## config.mk

```make
export PLATFORM = sky130hd
export DESIGN_NAME = flash_init_seq
export DESIGN_NICKNAME = d
export VERILOG_FILES = /design/src/rtl/fis_pkg.sv /design/src/rtl/fis_slot_table.sv /design/src/rtl/fis_shifter.sv /design/src/rtl/fis_ctrl.sv /design/src/rtl/flash_init_seq.sv
export SDC_FILE = /design/constraint.sdc
export NUM_CORES = 1
export LEC_CHECK = 0
export CELL_PAD_IN_SITES_DETAIL_PLACEMENT = 1
export CELL_PAD_IN_SITES_GLOBAL_PLACEMENT = 1
export CORE_MARGIN = 10
export CORE_UTILIZATION = 45
export CTS_BUF_LIST = sky130_fd_sc_hd__clkbuf_4
export CTS_CLUSTER_DIAMETER = 200
export CTS_CLUSTER_SIZE = 28
export DETAILED_ROUTE_END_ITERATION = 8
export PLACE_DENSITY = 0.77
export SETUP_SLACK_MARGIN = 0.05
export SLEW_MARGIN = 20
export SYNTH_ARGS = -nofsm -noshare
export SYNTH_HDL_FRONTEND = slang
export SYNTH_SLANG_ARGS = --single-unit
```

## constraint.sdc

```tcl
create_clock -name clk -period 5.98 [get_ports clk]
set_input_delay 1.196 -clock clk [delete_from_list [all_inputs] [get_ports clk]]
set_output_delay 1.196 -clock clk [all_outputs]
set_load 0.05 [all_outputs]
```

## src/rtl/fis_pkg.sv

```systemverilog
package fis_pkg;

    localparam int CMD_W      = 8;
    localparam int WORD_W     = 32;
    localparam int LEN_W      = 3;
    localparam int MAX_BYTES  = WORD_W / 8;
    localparam int FRAME_W    = CMD_W + WORD_W;
    localparam int BITCNT_W   = $clog2(FRAME_W + 1);

    typedef struct packed {
        logic [CMD_W-1:0]  cmd;
        logic [WORD_W-1:0] data;
        logic [LEN_W-1:0]  len;
    } fis_slot_t;

    typedef enum logic [2:0] {
        SH_IDLE,
        SH_SETUP,
        SH_LOW,
        SH_HIGH,
        SH_HOLD,
        SH_GAP
    } fis_sh_state_e;

    typedef enum logic [1:0] {
        C_IDLE,
        C_ISSUE,
        C_WAIT,
        C_DONE
    } fis_ctl_state_e;

    function automatic logic [LEN_W-1:0] clamp_len(input logic [LEN_W-1:0] l);
        return (int'(l) > MAX_BYTES) ? LEN_W'(MAX_BYTES) : l;
    endfunction

    function automatic logic [BITCNT_W-1:0] frame_bits(input logic [LEN_W-1:0] l);
        return BITCNT_W'(CMD_W + 8 * int'(clamp_len(l)));
    endfunction

    // Opcode in the top byte, then data bytes with the lowest byte first,
    // so that shifting from the MSB gives the wire order.
    function automatic logic [FRAME_W-1:0] pack_frame(input fis_slot_t s);
        logic [FRAME_W-1:0] v;
        v[FRAME_W-1 -: CMD_W] = s.cmd;
        for (int k = 0; k < MAX_BYTES; k++) begin
            v[WORD_W-1-8*k -: 8] = s.data[8*k +: 8];
        end
        return v;
    endfunction

endpackage

```

## src/rtl/fis_slot_table.sv

```systemverilog
module fis_slot_table
    import fis_pkg::*;
#(
    parameter int DEPTH = 8,
    localparam int IDX_W = (DEPTH > 1) ? $clog2(DEPTH) : 1
) (
    input  logic             clk,
    input  logic             rst,
    input  logic             wr_en,
    input  logic [IDX_W-1:0] wr_idx,
    input  fis_slot_t        wr_slot,
    input  logic [IDX_W-1:0] rd_idx,
    output fis_slot_t        rd_slot
);

    fis_slot_t rows [DEPTH];

    for (genvar g = 0; g < DEPTH; g++) begin : g_row
        always_ff @(posedge clk) begin
            if (rst) begin
                rows[g] <= '0;
            end else if (wr_en && (int'(wr_idx) == g)) begin
                rows[g] <= wr_slot;
            end
        end
    end

    always_comb begin
        rd_slot = '0;
        for (int i = 0; i < DEPTH; i++) begin
            if (int'(rd_idx) == i) rd_slot = rows[i];
        end
    end

endmodule

```

## src/rtl/fis_shifter.sv

```systemverilog
module fis_shifter
    import fis_pkg::*;
#(
    parameter int HALF_DIV = 2,
    localparam int DIV_W = (HALF_DIV > 1) ? $clog2(HALF_DIV) : 1
) (
    input  logic      clk,
    input  logic      rst,
    input  logic      start,
    input  fis_slot_t slot,
    output logic      done,
    output logic      cs_n,
    output logic      sck,
    output logic      mosi
);

    fis_sh_state_e       st_q;
    logic [DIV_W-1:0]    div_q;
    logic [FRAME_W-1:0]  sr_q;
    logic [BITCNT_W-1:0] left_q;
    logic                phase_end;

    assign phase_end = (int'(div_q) == HALF_DIV - 1);

    always_ff @(posedge clk) begin
        if (rst) begin
            st_q   <= SH_IDLE;
            div_q  <= '0;
            sr_q   <= '0;
            left_q <= '0;
            done   <= 1'b0;
        end else begin
            done <= 1'b0;
            if (st_q == SH_IDLE) begin
                div_q <= '0;
                if (start) begin
                    sr_q   <= pack_frame(slot);
                    left_q <= frame_bits(slot.len);
                    st_q   <= SH_SETUP;
                end
            end else if (!phase_end) begin
                div_q <= div_q + 1'b1;
            end else begin
                div_q <= '0;
                unique case (st_q)
                    SH_SETUP: st_q <= SH_LOW;
                    SH_LOW:   st_q <= SH_HIGH;
                    SH_HIGH: begin
                        sr_q   <= {sr_q[FRAME_W-2:0], 1'b0};
                        left_q <= left_q - 1'b1;
                        st_q   <= (left_q == BITCNT_W'(1)) ? SH_HOLD : SH_LOW;
                    end
                    SH_HOLD:  st_q <= SH_GAP;
                    SH_GAP: begin
                        st_q <= SH_IDLE;
                        done <= 1'b1;
                    end
                    default:  st_q <= SH_IDLE;
                endcase
            end
        end
    end

    assign cs_n = (st_q == SH_IDLE) || (st_q == SH_GAP);
    assign sck  = (st_q == SH_HIGH);
    assign mosi = ((st_q == SH_LOW) || (st_q == SH_HIGH)) ? sr_q[FRAME_W-1] : 1'b0;

endmodule

```

## src/rtl/fis_ctrl.sv

```systemverilog
module fis_ctrl
    import fis_pkg::*;
#(
    parameter int DEPTH    = 8,
    parameter int CNT_IN_W = 8,
    localparam int IDX_W   = (DEPTH > 1) ? $clog2(DEPTH) : 1,
    localparam int EFF_W   = $clog2(DEPTH + 1)
) (
    input  logic                clk,
    input  logic                rst,
    input  logic                go,
    input  logic                cnt_we,
    input  logic [CNT_IN_W-1:0] cnt_val,
    input  logic                sh_done,
    output logic                sh_start,
    output logic [IDX_W-1:0]    idx,
    output logic                busy,
    output logic                ready
);

    fis_ctl_state_e      st_q;
    logic [CNT_IN_W-1:0] cnt_q;
    logic [EFF_W-1:0]    eff;
    logic [IDX_W-1:0]    idx_q;
    logic                last;

    assign eff  = (int'(cnt_q) > DEPTH) ? EFF_W'(DEPTH) : EFF_W'(cnt_q);
    assign last = (EFF_W'(idx_q) == eff - 1'b1);
    assign busy = (st_q == C_ISSUE) || (st_q == C_WAIT);

    always_ff @(posedge clk) begin
        if (rst) begin
            cnt_q <= '0;
        end else if (cnt_we && !busy) begin
            cnt_q <= cnt_val;
        end
    end

    always_ff @(posedge clk) begin
        if (rst) begin
            st_q  <= C_IDLE;
            idx_q <= '0;
        end else begin
            unique case (st_q)
                C_IDLE, C_DONE: begin
                    if (go) begin
                        idx_q <= '0;
                        st_q  <= (eff == '0) ? C_DONE : C_ISSUE;
                    end
                end
                C_ISSUE: st_q <= C_WAIT;
                C_WAIT: begin
                    if (sh_done) begin
                        if (last) begin
                            st_q <= C_DONE;
                        end else begin
                            idx_q <= idx_q + 1'b1;
                            st_q  <= C_ISSUE;
                        end
                    end
                end
                default: st_q <= C_IDLE;
            endcase
        end
    end

    assign sh_start = (st_q == C_ISSUE);
    assign idx      = idx_q;
    assign ready    = (st_q == C_DONE);

endmodule

```

## src/rtl/flash_init_seq.sv

```systemverilog
module flash_init_seq
    import fis_pkg::*;
#(
    parameter int DEPTH    = 8,
    parameter int HALF_DIV = 2,
    parameter int CNT_IN_W = 8,
    localparam int IDX_W   = (DEPTH > 1) ? $clog2(DEPTH) : 1
) (
    input  logic                clk,
    input  logic                rst,
    input  logic                cfg_we,
    input  logic [IDX_W-1:0]    cfg_idx,
    input  logic [7:0]          cfg_cmd,
    input  logic [31:0]         cfg_data,
    input  logic [2:0]          cfg_len,
    input  logic                cnt_we,
    input  logic [CNT_IN_W-1:0] cnt_val,
    input  logic                seq_go,
    output logic                seq_ready,
    input  logic                rd_req,
    output logic                rd_grant,
    output logic                spi_cs_n,
    output logic                spi_sck,
    output logic                spi_mosi
);

    fis_slot_t        wr_slot;
    fis_slot_t        cur_slot;
    logic [IDX_W-1:0] cur_idx;
    logic             busy;
    logic             sh_start;
    logic             sh_done;

    assign wr_slot = '{cmd: cfg_cmd, data: cfg_data, len: cfg_len};

    fis_slot_table #(.DEPTH(DEPTH)) u_table (
        .clk     (clk),
        .rst     (rst),
        .wr_en   (cfg_we && !busy),
        .wr_idx  (cfg_idx),
        .wr_slot (wr_slot),
        .rd_idx  (cur_idx),
        .rd_slot (cur_slot)
    );

    fis_ctrl #(.DEPTH(DEPTH), .CNT_IN_W(CNT_IN_W)) u_ctrl (
        .clk      (clk),
        .rst      (rst),
        .go       (seq_go),
        .cnt_we   (cnt_we),
        .cnt_val  (cnt_val),
        .sh_done  (sh_done),
        .sh_start (sh_start),
        .idx      (cur_idx),
        .busy     (busy),
        .ready    (seq_ready)
    );

    fis_shifter #(.HALF_DIV(HALF_DIV)) u_shift (
        .clk   (clk),
        .rst   (rst),
        .start (sh_start),
        .slot  (cur_slot),
        .done  (sh_done),
        .cs_n  (spi_cs_n),
        .sck   (spi_sck),
        .mosi  (spi_mosi)
    );

    assign rd_grant = rd_req && seq_ready;

endmodule

```

Yosys cells after proc, flatten, opt, wreduce, memory -nomap -nowiden

Memory sizes are Yosys's and may differ from the RTL's.
Cells that the tools add are included.

$add $sub $neg: 5
Magnitude comparators: 2
Equal/unequal tests: 28
Mux-type cells: 68
Bitwise gates (word level): 9
Reductions and logical operators: 30

Operator list:

| kind                                                 | count |
|---|---|
| 2-to-1 mux 43 bit                                    | 16 |
| 2-to-1 mux 40 bit                                    | 4 |
| equality test 3 bit (second input constant)          | 10 |
| 2-to-1 mux 1 bit                                     | 28 |
| 2-to-1 mux 3 bit                                     | 8 |
| 2-to-1 mux 6 bit                                     | 4 |
| equality test 3 x 2 -> 1 bit (second input constant) | 6 |
| case mux 3 bit (4 select lines)                      | 1 |
| logical AND 1 bit                                    | 11 |
| equality test 3 x 1 -> 1 bit (second input constant) | 3 |
| zero test 3 bit                                      | 3 |
| > comparator 8 x 4 -> 1 bit (second input constant)  | 1 |
| 2-to-1 mux 2 bit                                     | 4 |
| bitwise OR 1 bit                                     | 8 |
| adder 4 x 6 -> 6 bit (first input constant)          | 1 |
| equality test 6 x 1 -> 1 bit (second input constant) | 1 |
| inequality test 2 bit (second input constant)        | 3 |
| case mux 2 bit (3 select lines)                      | 1 |
| case mux 3 bit (2 select lines)                      | 1 |
| nonzero test 2 bit                                   | 3 |
| OR reduction 3 bit                                   | 2 |
| subtractor 6 x 1 -> 6 bit (second input constant)    | 1 |
| equality test 2 bit (second input constant)          | 2 |
| equality test 3 x 4 -> 1 bit                         | 1 |
| 16 further kinds                                     | 19 |

Flip-flop bits (word level): 64
RAM bits: 344
Input port bits: 60
Output and inout port bits: 5
Logic and storage cells: 151
Memories: 1

Memories:

| memory       | depth | width | rd ports | clocked after memory_dff | wr ports | RTL line             | text |
|---|---|---|---|---|---|---|---|
| u_table.rows | 8     | 43    | 8        | 0                        | 8        | fis_slot_table.sv:16 | `fis_slot_t rows [DEPTH];` |

Depth between registers and ports, before layout

Depth in word-level cells: 14
Depth in mapped cells: 14
Gate-level depth less buffers: 11

Modules after synthesis

A second synthesis with hierarchy kept.

Cell total of the unflattened synthesis: 1638
Area total of the unflattened synthesis: 19906.6 um2

By module, submodules not included:

| module         | instances | cells an instance | area an instance (um2) | sequential area each (um2) |
|---|---|---|---|---|
| fis_slot_table | 1         | 1245              | 16417.0                | 10329.9 |
| fis_shifter    | 1         | 302               | 2682.6                 | 1021.0 |
| fis_ctrl       | 1         | 89                | 787.0                  | 260.2 |
| flash_init_seq | 1         | 2                 | 20.0                   | 0.0 |

Worst setup path before layout

Ideal clock, no wire load.

Kind: input to register
From: input cfg_idx[2]
To: memory u_table.rows[0][0] in the netlist's numbering (enable)
Setup time: 0.453 ns
Arrival: 3.662 ns
Required time: 5.527 ns
Path slack: 1.865 ns
Cell stages on the path: 2
Buffers on the path: 0
Cell sequence: or3_1 o21bai_1

RTL lines:

| item        | RTL line             | text |
|---|---|---|
| from (decl) | flash_init_seq.sv:12 | `input logic [IDX_W-1:0] cfg_idx,` |
| to (decl)   | fis_slot_table.sv:16 |  |

Worst setup path in the final report

From: register u_ctrl.idx_q[0] (netlist: u_ctrl.idx[0])
To: register u_shift.left_q[4]

Longest elaborated chain between the ends: 14
Elaborated cells on any way between the ends: 21
Classes of those cells: add/sub: 1; order compare: 1; eq/ne: 7; mux: 11; reduce/logical: 1

Ends and longest elaborated chain:

| item                            | RTL line             | text |
|---|---|---|
| from (decl)                     | fis_ctrl.sv:24       | `logic [IDX_W-1:0] idx_q;` |
| from (signal assigned)          | fis_ctrl.sv:57       | `idx_q <= idx_q + 1'b1;` |
| zero test 3 bit                 | fis_slot_table.sv:31 | `if (int'(rd_idx) == i) rd_slot = rows[i];` |
| 2-to-1 mux 43 bit (7 in series) | fis_slot_table.sv:31 |  |
| 2-to-1 mux 43 bit (*)           | fis_slot_table.sv:31 |  |
| > comparator 3 bit              | fis_pkg.sv:33        | `return (int'(l) > MAX_BYTES) ? LEN_W'(MAX_BYTES) : l;` |
| 2-to-1 mux 3 bit (*)            | fis_pkg.sv:33        |  |
| adder 4 x 6 -> 6 bit (*)        | fis_pkg.sv:37        | `return BITCNT_W'(CMD_W + 8 * int'(clamp_len(l)));` |
| 2-to-1 mux 6 bit (*)            | fis_shifter.sv:36    | `if (start) begin` |
| 2-to-1 mux 6 bit (*)            | fis_shifter.sv:34    | `if (st_q == SH_IDLE) begin` |
| to (signal assigned)            | fis_shifter.sv:38    | `left_q <= frame_bits(slot.len);` |
| to (signal assigned)            | fis_shifter.sv:50    | `left_q <= left_q - 1'b1;` |
| to (decl)                       | fis_shifter.sv:20    | `logic [BITCNT_W-1:0] left_q;` |

Every way passes the cells marked *; elsewhere a longest branch is shown, timed or not. The select of a mux whose other input is x is not followed.
A chain may end at the register's enable or synchronous reset.

==> flow_summary.ini <==
[place]
post-dp-hpwl_um = 32800
port_buffers = 64
placedCellCount = 2229
gp_congestion = 0.788

[sta]
maxSlewHeadroom_pct = 25.5
finalCritPeriodShare_pct = 65.9
finalSetupTns_ns = 0
layout_min_cycle_time_ns = 3.94
drv_slew = 0
worst_slew_pin_slew_ns = 1.12
hold_viol_final = 0
max_freq_mhz = 254
rsz0062_at_grt = false
fin_worst_skew_ns = 0.0833
finalSetupViolCount = 0

[pwr]
leakagePower_nw = 7.15
power.density_nw_per_um2 = 287
irDropWorstVdd_mv = 0.152
totalPowerFinal_mw = 5.92

[yosys]
synth_top_cells_by_area = edfxtp_1, and2_1, dfxtp_1
synth_flop_cell = edfxtp_1
yosysMostFrequentCell = and2_1
async_flop_share_pct = 0
synth_enable_flop_cells = 344
ys_types = 55
netlist_area_um2 = 19100
ys_seq_area_share_pct = 60.7
avgSynthCellArea_um2 = 11.0
yosys_register_bits = 408
synth_warnings = 0
netlist.area_leader.share_pct = 54.0
syn-num-nets = 1812
synth_cells = 1737
synth_top_area_cell = edfxtp_1
synthTopCellsByCount = and2_1, edfxtp_1, a21oi_1, nor2_1, clkbuf_1

[setup_path]
crit_required_ns = 6.68
timing.rr.end = u_shift.left_q[4]
critical_path_class = flop to flop
r2r-start = u_ctrl.idx[0]
crit_path_end_kind = flop
reg2reg_depth = 11
r2r_slack_ns = 2.04
critPathLaunchType = flop
cp.arrival_ns = 4.64
critPathMaxFanout = 68

[floorplanning]
rows = 75
die_area_um2 = 51200
ioPinCount = 65
dieHeight_um = 226
die_x_um = 226
start_util_pct = 45.5
core-area_um2 = 42000

[cells_and_area]
fin_cells = 2263
multi_input_area_um2 = 7030
fillers = 4454
regArea_um2 = 11600
nNetsFinal = 1786
area_growth_pct = 7.74
drive_gt1_share_pct = 5.80

[min_path]
hold_class = flop to flop
hold_end = u_ctrl.cnt_q[3]
whs_path_depth = 2
holdCritStartpoint = u_ctrl.cnt_q[3]

[routing]
drc = 0
ant_nets = 0
dr.pass1.iters = 5
routed_wl_um = 54600
drt_iter0_markers = 1146
wire_per_inst_um = 24.1
vias_per_cell = 6.02
num_vias = 13600

[global_route]
grt_pass1_wl_um = 84600
grt_pass1_vias = 14600
grt_start_max_net_pins = 71
antenna_found_initial = 3
grt_usage_pct = 21.1
gr-total-overflow = 0

[clocking]
cts_hold_buf = 0
cts_setup_buffers = 0
cts_root_buf = clkbuf_4
htreeDepth = 1
cts_tree = yes
clk_latency_ns = 0.82
cts_buffer_depth = 3
cts_buffers = 18
clock-sinks = 408
ctsResizeCount = 0
clk_pin_slew_ns = 0.29

[run]
cap_viol_max_count = 0

[run_status]
status = complete, no violations
[cell usage in the layout (no fill, tap or decap), drive strengths merged, types with 41 or more instances in the layout]
| cell type | Yosys | routed |
|---|---|---|
| a211oi | 44 | 44 |
| a21oi | 160 | 160 |
| a221oi | 43 | 43 |
| and2 | 347 | 347 |
| clkdlybuf4s50 | 0 | 63 |
| dfxtp | 64 | 64 |
| edfxtp | 344 | 344 |
| nand2 | 87 | 87 |
| nand3 | 41 | 41 |
| nor2 | 138 | 138 |
| o21ai | 75 | 75 |
[where the power goes]
group,total [mW],switching [mW],internal (mW)
Sequential,3.52,0.153,3.37
Combinational,1.31,0.870,0.444
Clock,1.08,0.842,0.235
[how the worst max path moves through the flow]
stage,start,to,slack [ns],cells after the start
final,u_ctrl.idx[0],u_shift.left_q[4],2.04,11
after detailed placement,cfg_idx[1],u_table.rows[1][127],1.68,4
after CTS,u_ctrl.idx[0],u_shift.left_q[4],2.04,11
after global routing,u_ctrl.idx[0],u_shift.left_q[4],1.80,11
after floorplan,cfg_idx[2],u_table.rows[0][0],1.87,2
after global placement,cfg_idx[1],u_table.rows[1][126],1.79,4
[sequential cells by signal, summed over array words and instances, names as in the netlist]
name	count
u_table.rows	344
u_shift.sr_q	40
u_ctrl.cnt_q	8
u_shift.left_q	6
u_ctrl.idx	3
u_shift.st_q	3
u_ctrl.st_q	2
u_shift.div_q	1
u_shift.done	1
[cell type report]
cell class                      count  area share (%)
Multi-Input combinational cell   1147            34.1
Sequential cell                   408            56.3
Clock buffer                       31            1.13
Antenna cell                        1          0.0121
Inverter                           40           0.728
Timing Repair Buffer               96            4.35
Clock inverter                      1          0.0789
Tap cell                          539            3.27
[stage by stage]
step	area (µm²)	hold WS, ns	utilization (%)	worst slack [ns]
floorplan	19100	0.436	-	1.87
global placement	20300	0.446	48.4	1.79
detailed placement	20300	0.460	48.4	1.68
CTS	20600	0.488	49.0	2.04
global route	20600	0.518	49.0	1.80
finish	20600	0.489	49.0	2.04
[per-layer routing]
layer / GRT usage, % / vias up / part of all wire, %
li1: - / 6191 / -
met1: 27.4 / 6992 / 43
met2: 37.5 / 366 / 50
met3: 1.87 / 62 / 4.9
met4: 4.52 / 6 / 1.6
met5: 0 / - / 0.079
[critical path: stages, from the launching register on]
cell and delay (ns):
dfxtp_1 0.45, inv_1 0.23, ha_4 0.77, buf_4 0.69
a21oi_1 0.19, a221oi_1 0.35, a2bb2oi_1 0.25, a211o_1 0.16
a21oi_1 0.09, ha_1 0.30, o21ai_0 0.08, a211oi_1 0.24
[cell families (layout without fill, tap and decap cells)]
family	Yosys count	in the layout	synth area share [%]
fa+ha+maj	15	15	0.981
flops	408	408	60.7
compound gates	444	444	15.1
simple gates	681	681	19.3
other cells	0	1	0
mux	2	2	0.105
buf+inv	182	168	3.63
xor+xnor	5	5	0.229
(Power assumes the default switching activity.)
